File: config.mk
export PLATFORM = sky130hd
export DESIGN_NAME = lm_layout_mapper
export DESIGN_NICKNAME = d
export VERILOG_FILES = /design/src/rtl/lm_pkg.sv /design/src/rtl/lm_div.sv /design/src/rtl/lm_rep_gen.sv /design/src/rtl/lm_layout_mapper.sv
export SDC_FILE = /design/constraint.sdc
export NUM_CORES = 2
export LEC_CHECK = 0
export ABC_AREA = 1
export CORE_UTILIZATION = 41
export CTS_CLUSTER_SIZE = 30
export DETAILED_ROUTE_END_ITERATION = 7
export DONT_BUFFER_PORTS = 1
export GPL_ROUTABILITY_DRIVEN = 0
export PLACE_DENSITY = 0.64
export SLEW_MARGIN = 10
export SYNTH_ARGS = -nofsm -noshare
export SYNTH_HDL_FRONTEND = slang
export SYNTH_SLANG_ARGS = --single-unit
File: constraint.sdc
create_clock -name clk_i -period 23.2 [get_ports clk_i]
set_input_delay 1.16 -clock clk_i [delete_from_list [all_inputs] [get_ports clk_i]]
set_output_delay 1.16 -clock clk_i [all_outputs]
set_load 0.03 [all_outputs]
File: src/rtl/lm_pkg.sv
package lm_pkg;
  typedef enum logic [1:0] {ST_IDLE, ST_DIV, ST_EMIT} lm_state_e;
  localparam int AXIS_MEM = 0;
endpackage

File: src/rtl/lm_div.sv
// Serial restoring divider, one quotient bit per cycle.
module lm_div #(
  parameter int NUM_W = 24,
  parameter int DEN_W = 8
) (
  input  logic             clk_i,
  input  logic             rst_ni,
  input  logic             start_i,
  input  logic [NUM_W-1:0] num_i,
  input  logic [DEN_W-1:0] den_i,
  output logic             done_o,
  output logic [NUM_W-1:0] quot_o,
  output logic [DEN_W-1:0] rem_o
);
  localparam int CW = (NUM_W > 1) ? $clog2(NUM_W) : 1;

  logic [DEN_W:0]   rem_q, rem_sh, rem_n;
  logic [NUM_W-1:0] quo_q;
  logic [CW-1:0]    cnt_q;
  logic             busy_q, done_q, ge;

  always_comb begin
    rem_sh = {rem_q[DEN_W-1:0], quo_q[NUM_W-1]};
    ge     = rem_sh >= {1'b0, den_i};
    rem_n  = ge ? rem_sh - {1'b0, den_i} : rem_sh;
  end

  always_ff @(posedge clk_i or negedge rst_ni) begin
    if (!rst_ni) begin
      rem_q <= '0; quo_q <= '0; cnt_q <= '0; busy_q <= 1'b0; done_q <= 1'b0;
    end else if (start_i) begin
      rem_q <= '0; quo_q <= num_i; cnt_q <= '0; busy_q <= 1'b1; done_q <= 1'b0;
    end else if (busy_q) begin
      rem_q <= rem_n;
      quo_q <= {quo_q[NUM_W-2:0], ge};
      if (cnt_q == CW'(NUM_W-1)) begin
        busy_q <= 1'b0;
        done_q <= 1'b1;
      end else begin
        cnt_q <= cnt_q + 1'b1;
      end
    end else begin
      done_q <= 1'b0;
    end
  end

  assign done_o = done_q;
  assign quot_o = quo_q;
  assign rem_o  = rem_q[DEN_W-1:0];
endmodule

File: src/rtl/lm_rep_gen.sv
// Replica odometer: iterator 0 steps fastest; per-axis offset sum.
module lm_rep_gen #(
  parameter int NUM_REP  = 2,
  parameter int NUM_AXES = 4,
  parameter int IDX_W    = 8,
  parameter int COORD_W  = 16
) (
  input  logic                                 clk_i,
  input  logic                                 rst_ni,
  input  logic                                 clear_i,
  input  logic                                 step_i,
  input  logic [NUM_REP*IDX_W-1:0]             ext_i,
  input  logic [NUM_REP*IDX_W-1:0]             stride_i,
  input  logic [NUM_REP*$clog2(NUM_AXES)-1:0]  axis_i,
  output logic [NUM_AXES*COORD_W-1:0]          off_o,
  output logic                                 last_o
);
  localparam int AX_W = $clog2(NUM_AXES);
  localparam int PW   = 2 * IDX_W;

  logic [IDX_W-1:0] cnt_q [NUM_REP];
  logic [IDX_W-1:0] cnt_n [NUM_REP];
  logic [NUM_REP-1:0] at_max;

  for (genvar t = 0; t < NUM_REP; t++) begin : g_max
    assign at_max[t] = (ext_i[t*IDX_W +: IDX_W] <= IDX_W'(1)) ||
                       (cnt_q[t] == ext_i[t*IDX_W +: IDX_W] - 1'b1);
  end
  assign last_o = &at_max;

  always_comb begin
    logic carry;
    carry = 1'b1;
    for (int t = 0; t < NUM_REP; t++) begin
      cnt_n[t] = cnt_q[t];
      if (carry) begin
        if (at_max[t]) cnt_n[t] = '0;
        else begin
          cnt_n[t] = cnt_q[t] + 1'b1;
          carry    = 1'b0;
        end
      end
    end
  end

  always_ff @(posedge clk_i or negedge rst_ni) begin
    if (!rst_ni) begin
      for (int t = 0; t < NUM_REP; t++) cnt_q[t] <= '0;
    end else if (clear_i) begin
      for (int t = 0; t < NUM_REP; t++) cnt_q[t] <= '0;
    end else if (step_i) begin
      for (int t = 0; t < NUM_REP; t++) cnt_q[t] <= cnt_n[t];
    end
  end

  always_comb begin
    logic [PW-1:0] p;
    off_o = '0;
    for (int a = 0; a < NUM_AXES; a++) begin
      for (int t = 0; t < NUM_REP; t++) begin
        p = PW'(cnt_q[t]) * PW'(stride_i[t*IDX_W +: IDX_W]);
        if (axis_i[t*AX_W +: AX_W] == AX_W'(a))
          off_o[a*COORD_W +: COORD_W] = off_o[a*COORD_W +: COORD_W] + COORD_W'(p);
      end
    end
  end
endmodule

File: src/rtl/lm_layout_mapper.sv
module lm_layout_mapper
  import lm_pkg::*;
#(
  parameter int IDX_W     = 8,
  parameter int DIMS      = 3,
  parameter int NUM_SHARD = 4,
  parameter int NUM_REP   = 2,
  parameter int NUM_AXES  = 4,
  parameter int COORD_W   = 16
) (
  input  logic                                  clk_i,
  input  logic                                  rst_ni,
  input  logic                                  cfg_load_i,
  input  logic [NUM_SHARD*IDX_W-1:0]            cfg_sh_ext_i,
  input  logic [NUM_SHARD*IDX_W-1:0]            cfg_sh_stride_i,
  input  logic [NUM_SHARD*$clog2(NUM_AXES)-1:0] cfg_sh_axis_i,
  input  logic [NUM_REP*IDX_W-1:0]              cfg_rep_ext_i,
  input  logic [NUM_REP*IDX_W-1:0]              cfg_rep_stride_i,
  input  logic [NUM_REP*$clog2(NUM_AXES)-1:0]   cfg_rep_axis_i,
  input  logic [NUM_AXES*COORD_W-1:0]           cfg_offset_i,
  input  logic                                  in_valid_i,
  output logic                                  in_ready_o,
  input  logic [DIMS*IDX_W-1:0]                 in_coord_i,
  input  logic [DIMS*IDX_W-1:0]                 in_shape_i,
  output logic                                  err_o,
  output logic                                  out_valid_o,
  input  logic                                  out_ready_i,
  output logic [NUM_AXES*COORD_W-1:0]           out_coord_o,
  output logic                                  out_last_o
);
  localparam int AX_W   = $clog2(NUM_AXES);
  localparam int FLAT_W = DIMS * IDX_W;
  localparam int EP_W   = NUM_SHARD * IDX_W;
  localparam int CMP_W  = (FLAT_W > EP_W) ? FLAT_W : EP_W;
  localparam int KW     = (NUM_SHARD > 1) ? $clog2(NUM_SHARD) : 1;
  localparam int PW     = 2 * IDX_W;

  lm_state_e state_q;

  logic [NUM_SHARD*IDX_W-1:0] sh_ext_q, sh_str_q;
  logic [NUM_SHARD*AX_W-1:0]  sh_ax_q;
  logic [NUM_REP*IDX_W-1:0]   rp_ext_q, rp_str_q;
  logic [NUM_REP*AX_W-1:0]    rp_ax_q;
  logic [NUM_AXES*COORD_W-1:0] off_q;

  logic [FLAT_W-1:0]  num_q;
  logic [KW-1:0]      k_q;
  logic               go_q, err_q;
  logic [COORD_W-1:0] base_q [NUM_AXES];

  logic [FLAT_W-1:0]  flat;
  logic [CMP_W-1:0]   shp_prod, ext_prod;
  logic               admit, accept, fire;

  logic               div_done;
  logic [FLAT_W-1:0]  div_quot;
  logic [IDX_W-1:0]   div_rem, div_den, cur_str;
  logic [AX_W-1:0]    cur_ax;
  logic [PW-1:0]      contrib;

  logic [NUM_AXES*COORD_W-1:0] rep_off;
  logic                        rep_last;

  // Configuration capture, idle only
  always_ff @(posedge clk_i or negedge rst_ni) begin
    if (!rst_ni) begin
      sh_ext_q <= '0; sh_str_q <= '0; sh_ax_q <= '0;
      rp_ext_q <= '0; rp_str_q <= '0; rp_ax_q <= '0; off_q <= '0;
    end else if (cfg_load_i && state_q == ST_IDLE) begin
      sh_ext_q <= cfg_sh_ext_i;  sh_str_q <= cfg_sh_stride_i; sh_ax_q <= cfg_sh_axis_i;
      rp_ext_q <= cfg_rep_ext_i; rp_str_q <= cfg_rep_stride_i; rp_ax_q <= cfg_rep_axis_i;
      off_q    <= cfg_offset_i;
    end
  end

  // Row-major flatten and admitted-shape test
  always_comb begin
    flat     = '0;
    shp_prod = CMP_W'(1);
    ext_prod = CMP_W'(1);
    for (int d = 0; d < DIMS; d++) begin
      flat     = flat * FLAT_W'(in_shape_i[d*IDX_W +: IDX_W]) + FLAT_W'(in_coord_i[d*IDX_W +: IDX_W]);
      shp_prod = shp_prod * CMP_W'(in_shape_i[d*IDX_W +: IDX_W]);
    end
    for (int k = 0; k < NUM_SHARD; k++)
      ext_prod = ext_prod * CMP_W'(sh_ext_q[k*IDX_W +: IDX_W]);
  end
  assign admit = (shp_prod == ext_prod);

  assign in_ready_o = (state_q == ST_IDLE);
  assign accept     = in_valid_i && in_ready_o;
  assign fire       = out_valid_o && out_ready_i;

  assign div_den = sh_ext_q[k_q*IDX_W +: IDX_W];
  assign cur_str = sh_str_q[k_q*IDX_W +: IDX_W];
  assign cur_ax  = sh_ax_q[k_q*AX_W +: AX_W];
  assign contrib = PW'(div_rem) * PW'(cur_str);

  lm_div #(.NUM_W(FLAT_W), .DEN_W(IDX_W)) u_div (
    .clk_i   (clk_i),
    .rst_ni  (rst_ni),
    .start_i (go_q),
    .num_i   (num_q),
    .den_i   (div_den),
    .done_o  (div_done),
    .quot_o  (div_quot),
    .rem_o   (div_rem)
  );

  always_ff @(posedge clk_i or negedge rst_ni) begin
    if (!rst_ni) begin
      state_q <= ST_IDLE;
      num_q   <= '0;
      k_q     <= '0;
      go_q    <= 1'b0;
      err_q   <= 1'b0;
      for (int a = 0; a < NUM_AXES; a++) base_q[a] <= '0;
    end else begin
      go_q  <= 1'b0;
      err_q <= 1'b0;
      unique case (state_q)
        ST_IDLE: if (accept) begin
          if (admit) begin
            state_q <= ST_DIV;
            num_q   <= flat;
            k_q     <= KW'(NUM_SHARD-1);
            go_q    <= 1'b1;
            for (int a = 0; a < NUM_AXES; a++) base_q[a] <= off_q[a*COORD_W +: COORD_W];
          end else begin
            err_q <= 1'b1;
          end
        end
        // Innermost iterator first: remainder is the component, quotient feeds the next
        ST_DIV: if (div_done) begin
          for (int a = 0; a < NUM_AXES; a++)
            if (cur_ax == AX_W'(a)) base_q[a] <= base_q[a] + COORD_W'(contrib);
          num_q <= div_quot;
          if (k_q == '0) state_q <= ST_EMIT;
          else begin
            k_q  <= k_q - 1'b1;
            go_q <= 1'b1;
          end
        end
        ST_EMIT: if (fire && rep_last) state_q <= ST_IDLE;
        default: state_q <= ST_IDLE;
      endcase
    end
  end

  lm_rep_gen #(
    .NUM_REP(NUM_REP), .NUM_AXES(NUM_AXES), .IDX_W(IDX_W), .COORD_W(COORD_W)
  ) u_rep (
    .clk_i    (clk_i),
    .rst_ni   (rst_ni),
    .clear_i  (accept),
    .step_i   (fire),
    .ext_i    (rp_ext_q),
    .stride_i (rp_str_q),
    .axis_i   (rp_ax_q),
    .off_o    (rep_off),
    .last_o   (rep_last)
  );

  for (genvar a = 0; a < NUM_AXES; a++) begin : g_out
    assign out_coord_o[a*COORD_W +: COORD_W] = base_q[a] + rep_off[a*COORD_W +: COORD_W];
  end

  assign out_valid_o = (state_q == ST_EMIT);
  assign out_last_o  = out_valid_o && rep_last;
  assign err_o       = err_q;
endmodule

# == After elaboration in Yosys (flattened, before gate mapping) ==
# Index checks and enable logic that the tools add are counted.
# Widths: inputs -> output; s select.
# word_totals
ff_bits,321
in_bits,225
wordCells,172
out_inout_bits,68
# classes
n_addsub,21
multipliers,10
reduce_logical,26
n_mux,59
shift,3
n_eq_ne,27
order_cmp,3
# op_table
op,n
$mux 16,14
$add 16x16->16,12
$mux 64,3
$pmux 64 s2,1
$mux 24,5
$mul 8x8->16,6
$shiftx 32x6->8,2
$mul 16x8->24,2
$mux 8,6
$pmux 24 s2,1
$eq 24x32->1,1
$mul 24x8->32,1
$reduce_and 5->1,6
$add 24x8->24,1
$mul 17x8->24,1
$mux 2,9
$add 16x8->17,1
$add 8x1->8 const B,2
$eq 8x8->1,2
$le 8x1->1 const B,2
$sub 8x1->8 const B,2
$mux 5,3
$eq 2x2->1 const B,7
$mux 1,14
19 further kinds,45

# == Depth between registers and ports, before layout ==
# logic_depth
ltp_word,7
ltp_mapped,67

# == Hierarchy ==
# Synthesis repeated with hierarchy kept, for this count alone.
# unflattened
hier_cells,8019
hier_area_um2,57377.5
# by_module_without_submodules
mod,n_inst,seq_area_each_um2,area_each_um2,cells_per_inst
lm_layout_mapper,1,6656.4,45354.7,6133
lm_rep_gen,1,400.4,9784.4,1599
lm_div,1,975.9,2238.4,287

# == Worst setup path before layout ==
# Ideal clock, no wire load.
# synth_timing
path_kind,register -> register
from,register sh_ext_q[7]
to,register base_q[45] (netlist bit)
setup_slack_ns,11.121
stages_incl_launch_ff,60
period_less_slack_ns,12.079
arrival_ns,11.962
t_required_ns,23.082
setup_time_ns,0.118
path_cell_list,dfrtp_1 clkbuf_1 nand2_1 fa_1 fa_1 fa_1 fa_1 inv_1 ha_1 a21oi_1 o21ai_0 a21oi_1 nor2_1 o21ai_0 nand2_1 nand2_1 inv_1 o21ai_0 [... 24 more ...] ha_1 nand2_1 nor2_1 nand2_1 nor3_1 nand2_1 nand3b_1 nand2_1 nor2_1 nand2_1 nor2_1 nand3_1 nand2_2 buf_6 nand2_4 buf_6 nand2_1 nand2_1
# synth_via
elab_chain_cells,6
# synth_rtl
item,line,text
from (decl),lm_layout_mapper.sv:40,"logic [NUM_SHARD*IDX_W-1:0] sh_ext_q, sh_str_q;"
from (signal assigned),lm_layout_mapper.sv:70,sh_ext_q <= cfg_sh_ext_i; sh_str_q <= cfg_sh_stride_i; sh_ax_q <= cfg_sh_axis_i;
$mul 8x8->16,lm_layout_mapper.sv:86,ext_prod = ext_prod * CMP_W'(sh_ext_q[k*IDX_W +: IDX_W]);
$mul 16x8->24,lm_layout_mapper.sv:86,
$mul 24x8->32,lm_layout_mapper.sv:86,
$eq 24x32->1,lm_layout_mapper.sv:88,assign admit = (shp_prod == ext_prod);
$ne 2x1->1 (no source line),-,
$reduce_and 5->1 (no source line),-,
"to (signal, indexed assignment)",lm_layout_mapper.sv:136,if (cur_ax == AX_W'(a)) base_q[a] <= base_q[a] + COORD_W'(contrib);
to (decl),lm_layout_mapper.sv:49,logic [COORD_W-1:0] base_q [NUM_AXES];
# Every way passes these cells.
# A chain may end at the register's enable or synchronous reset.

# == Final worst setup path ==
# layout_timing
from,register sh_ext_q[10]
to,register base_q[23] (netlist bit)
# The elaborated chain is that of the path after synthesis.

==> summary.txt <==
Min path
  • Worst hold-check path type: in -> async

Clocking
  • Insertion delay to the later sink of the worst-skew pair: 0.60 ns
  • Max H-tree Level: 2
  • Number of buffers created by CTS: 37
  • CTS tree: done
  • Maximum root-to-sink buffer count: 3
  • Number of hold buffers added after CTS: 0
  • CTS root buffer: clkbuf_16
  • Clock-pin slew reported for the worst setup and hold paths after clock tree synthesis: 0.08 ns
  • Number of clock sinks: 321
  • Cells resized by post-CTS repair: 0
  • Post-CTS setup buffer count: 0

Setup path
  • Required time at the worst-slack endpoint: 23.67 ns
  • Capturing element type of the critical path: flop
  • Worst-path cell with the longest stage delay: buf_4
  • Setup Crit Path Kind: reg -> reg
  • Kind of start point of the critical path: flop
  • Cell repeated most along the worst path: nand2_1
  • Slowest Stage Delay on Critical Path: 0.59 ns
  • Worst path arrival time: 15.33 ns
  • Kind of cell adding the most delay to the critical path: adder cells
  • Buffers plus inverters on the worst setup path: 8
  • Logic depth of the worst setup path including buffers: 57
  • Critical Path Fanout Max: 52
  • Cell depth of the worst flop-to-flop path: 57

Synthesis
  • Area leader, netlist: fa_1
  • Warning count from the yosys run: 0
  • EDFF count, synth: 0
  • Top post-synthesis cells by area: fa_1, dfrtp_1, ha_1
  • Post-synth top area share: 0.225
  • Post-Syn Nets: 9194
  • Cell count after synthesis: 7727
  • Post-synthesis register bit count: 321
  • Post-Syn Area per Cell: 7.29 um2
  • Predominant post-synthesis flop cell: dfrtp_1
  • Number of unique standard cell types used by synthesis: 58
  • Synthesized cell area: 56300 um2
  • Async set-reset flop share out of synthesis: 1.00
  • Post-synthesis sequential area ratio: 0.143

STA
  • Shortest period the worst path allows: 14.86 ns
  • Final period util: 0.641
  • Fin worst setup slack: 8.34 ns
  • Setup repair after global routing missed its margin: no
  • Worst slew pin tran: 1.21 ns
  • Worst Clk Skew: 0.0270 ns
  • Highest clock rate: 67.3 MHz
  • Count of endpoints failing setup in the final report: 0
  • Final hold vios: 0
  • Fin Setup TNS: 0 ns
  • Tightest slew margin relative to the limit: 0.196
  • Max Transition Viols Final: 0

Final layout
  • Filler Cell Count: 14000
  • Footprint of the multi-input gates: 41500 um2
  • Fraction of layout instances using a drive strength above 1: 0.0395
  • Synth-to-layout area growth: 4.70%
  • Fin nets: 9006
  • Final design area excluding fillers: 59000 um2
  • Area of all sequential standard cells: 8030 um2

Die
  • Width of the die: 373 um
  • Die height: 373 um
  • Number of top-level pins: 293
  • Rows: 135
  • Effective utilization at floorplan: 0.415
  • Core area: 136000 um2
  • Die outline area: 139000 um2

Routing
  • Drt total wl: 164 mm
  • Average routed wire per standard cell: 17.5 um
  • Vias per cell: 5.25
  • Number of optimization iterations in the first detailed-route pass: 8
  • DRC marker count from the first detailed-route iteration: 4062
  • Residual antenna-violating net count after detailed routing: 0
  • Remaining routing DRC violations: 0
  • Routed vias: 49100

Global routing
  • Number of global-route vias before repair: 48500
  • Wire length of the first global-routing pass: 263 mm
  • GR Overflow Total: 0
  • GRT Util Overall: 0.236
  • Number of antenna violations at the first check in global routing: 30
  • Maximum number of pins on one net before global-route repair: 322

Placed design
  • Number of port buffers: 0
  • Half-perimeter wire length after placement: 134 mm
  • Post-placement cell area: 57700 um2
  • Setup WS pre-CTS: 8.63 ns

Status
  • Status: finished, final reports clean

Job
  • Max-cap violations: 0
[cell type report]
cell class	instances	area share
antenna	7	0.000297
clock buffer	54	0.0183
clock inverter	12	0.00250
inverter	1546	0.0984
multi-input combinational	5612	0.704
sequential	321	0.136
tap	1781	0.0378
timing repair buffer	21	0.00267
[cell usage in the layout, fill, tap and decap left out, drive strengths merged, types with 18 or more instances in the layout]
cell type,count
xor2,150
xnor2,94
nor2,601
o21bai,36
nand4,52
inv,1542
a31oi,28
or2,53
mux2,143
nor3,44
a21oi,373
fa,634
o21a,18
nand2,2023
buf,21
dfrtp,321
o21ai,253
a21o,27
clkbuf,54
ha,608
nand3,354
[Yosys cell counts, types with 12 or more instances]
| cell type | instances |
|---|---|
| clkbuf_1 | 210 |
| a31oi_1 | 28 |
| o221ai_1 | 14 |
| nand2_1 | 2019 |
| nor3_1 | 42 |
| o31ai_1 | 12 |
| nand3_1 | 352 |
| o21ai_0 | 251 |
| xnor2_1 | 94 |
| o21bai_1 | 35 |
| xor2_1 | 150 |
| nand3b_1 | 14 |
| mux2_2 | 143 |
| o21a_1 | 18 |
| a21oi_1 | 369 |
| nor2_1 | 599 |
| fa_1 | 634 |
| inv_1 | 1538 |
| dfrtp_1 | 321 |
| or2_2 | 52 |
| ha_1 | 608 |
| a21o_1 | 27 |
| buf_1 | 16 |
| o211ai_1 | 12 |
| nand4_1 | 52 |
[routing by layer]
layer | share of wire | GRT usage | up-vias
li1 | - | - | 23500
met1 | 0.44 | 0.323 | 23700
met2 | 0.45 | 0.378 | 1576
met3 | 0.076 | 0.0389 | 303
met4 | 0.035 | 0.0748 | 44
met5 | 0.0017 | 0 | -
[cells by family after synthesis]
| family | Yosys count | synth area share |
|---|---|---|
| DFF | 321 | 0.143 |
| xor gates and xnor gates | 244 | 0.0379 |
| and+or+nand+nor | 3162 | 0.227 |
| buffers and inverters | 1794 | 0.121 |
| AOI/OAI and AO/OA | 821 | 0.0820 |
| muxes | 143 | 0.0286 |
| adders and majority gates | 1242 | 0.360 |
[through the flow]
step,instances,hold slack (ns),utilization
after CTS,9347,0.244,0.434
after detailed placement,9281,0.459,0.425
after global placement,9281,0.454,0.425
after floorplan,7727,0.442,-
after global routing,9351,0.256,0.434
final,9354,0.272,0.434
[flip-flops by register name (all words and copies together) (netlist names)]
signal	count
off_q	64
sh_ax_q	8
num_q	24
rp_ax_q	4
base_q	64
u_rep.cnt_q	16
u_div.rem_q	8
rp_ext_q	16
sh_str_q	32
u_div.busy_q	1
u_div.cnt_q	5
rp_str_q	16
u_div.quot_o	24
err_o	1
state_q	2
k_q	2
go_q	1
u_div.done_o	1
sh_ext_q	32
[path summary, 6_finish.rpt]
path | startpoint | end | slack [ns]
min reg2reg | num_q[13] | num_q[13] | 0.47
max reg2reg | sh_ext_q[10] | base_q[23] | 8.34
max | sh_ext_q[10] | base_q[23] | 8.34
min in group clk_i | num_q[13] | num_q[13] | 0.47
min | rst_ni | rp_str_q[2] | 0.27
max in group asynchronous | rst_ni | sh_ext_q[15] | 21.95
Power is left out: the tool's default activity adds up to more than one toggle a clock period on the data nets, which glitch-free logic cannot reach.
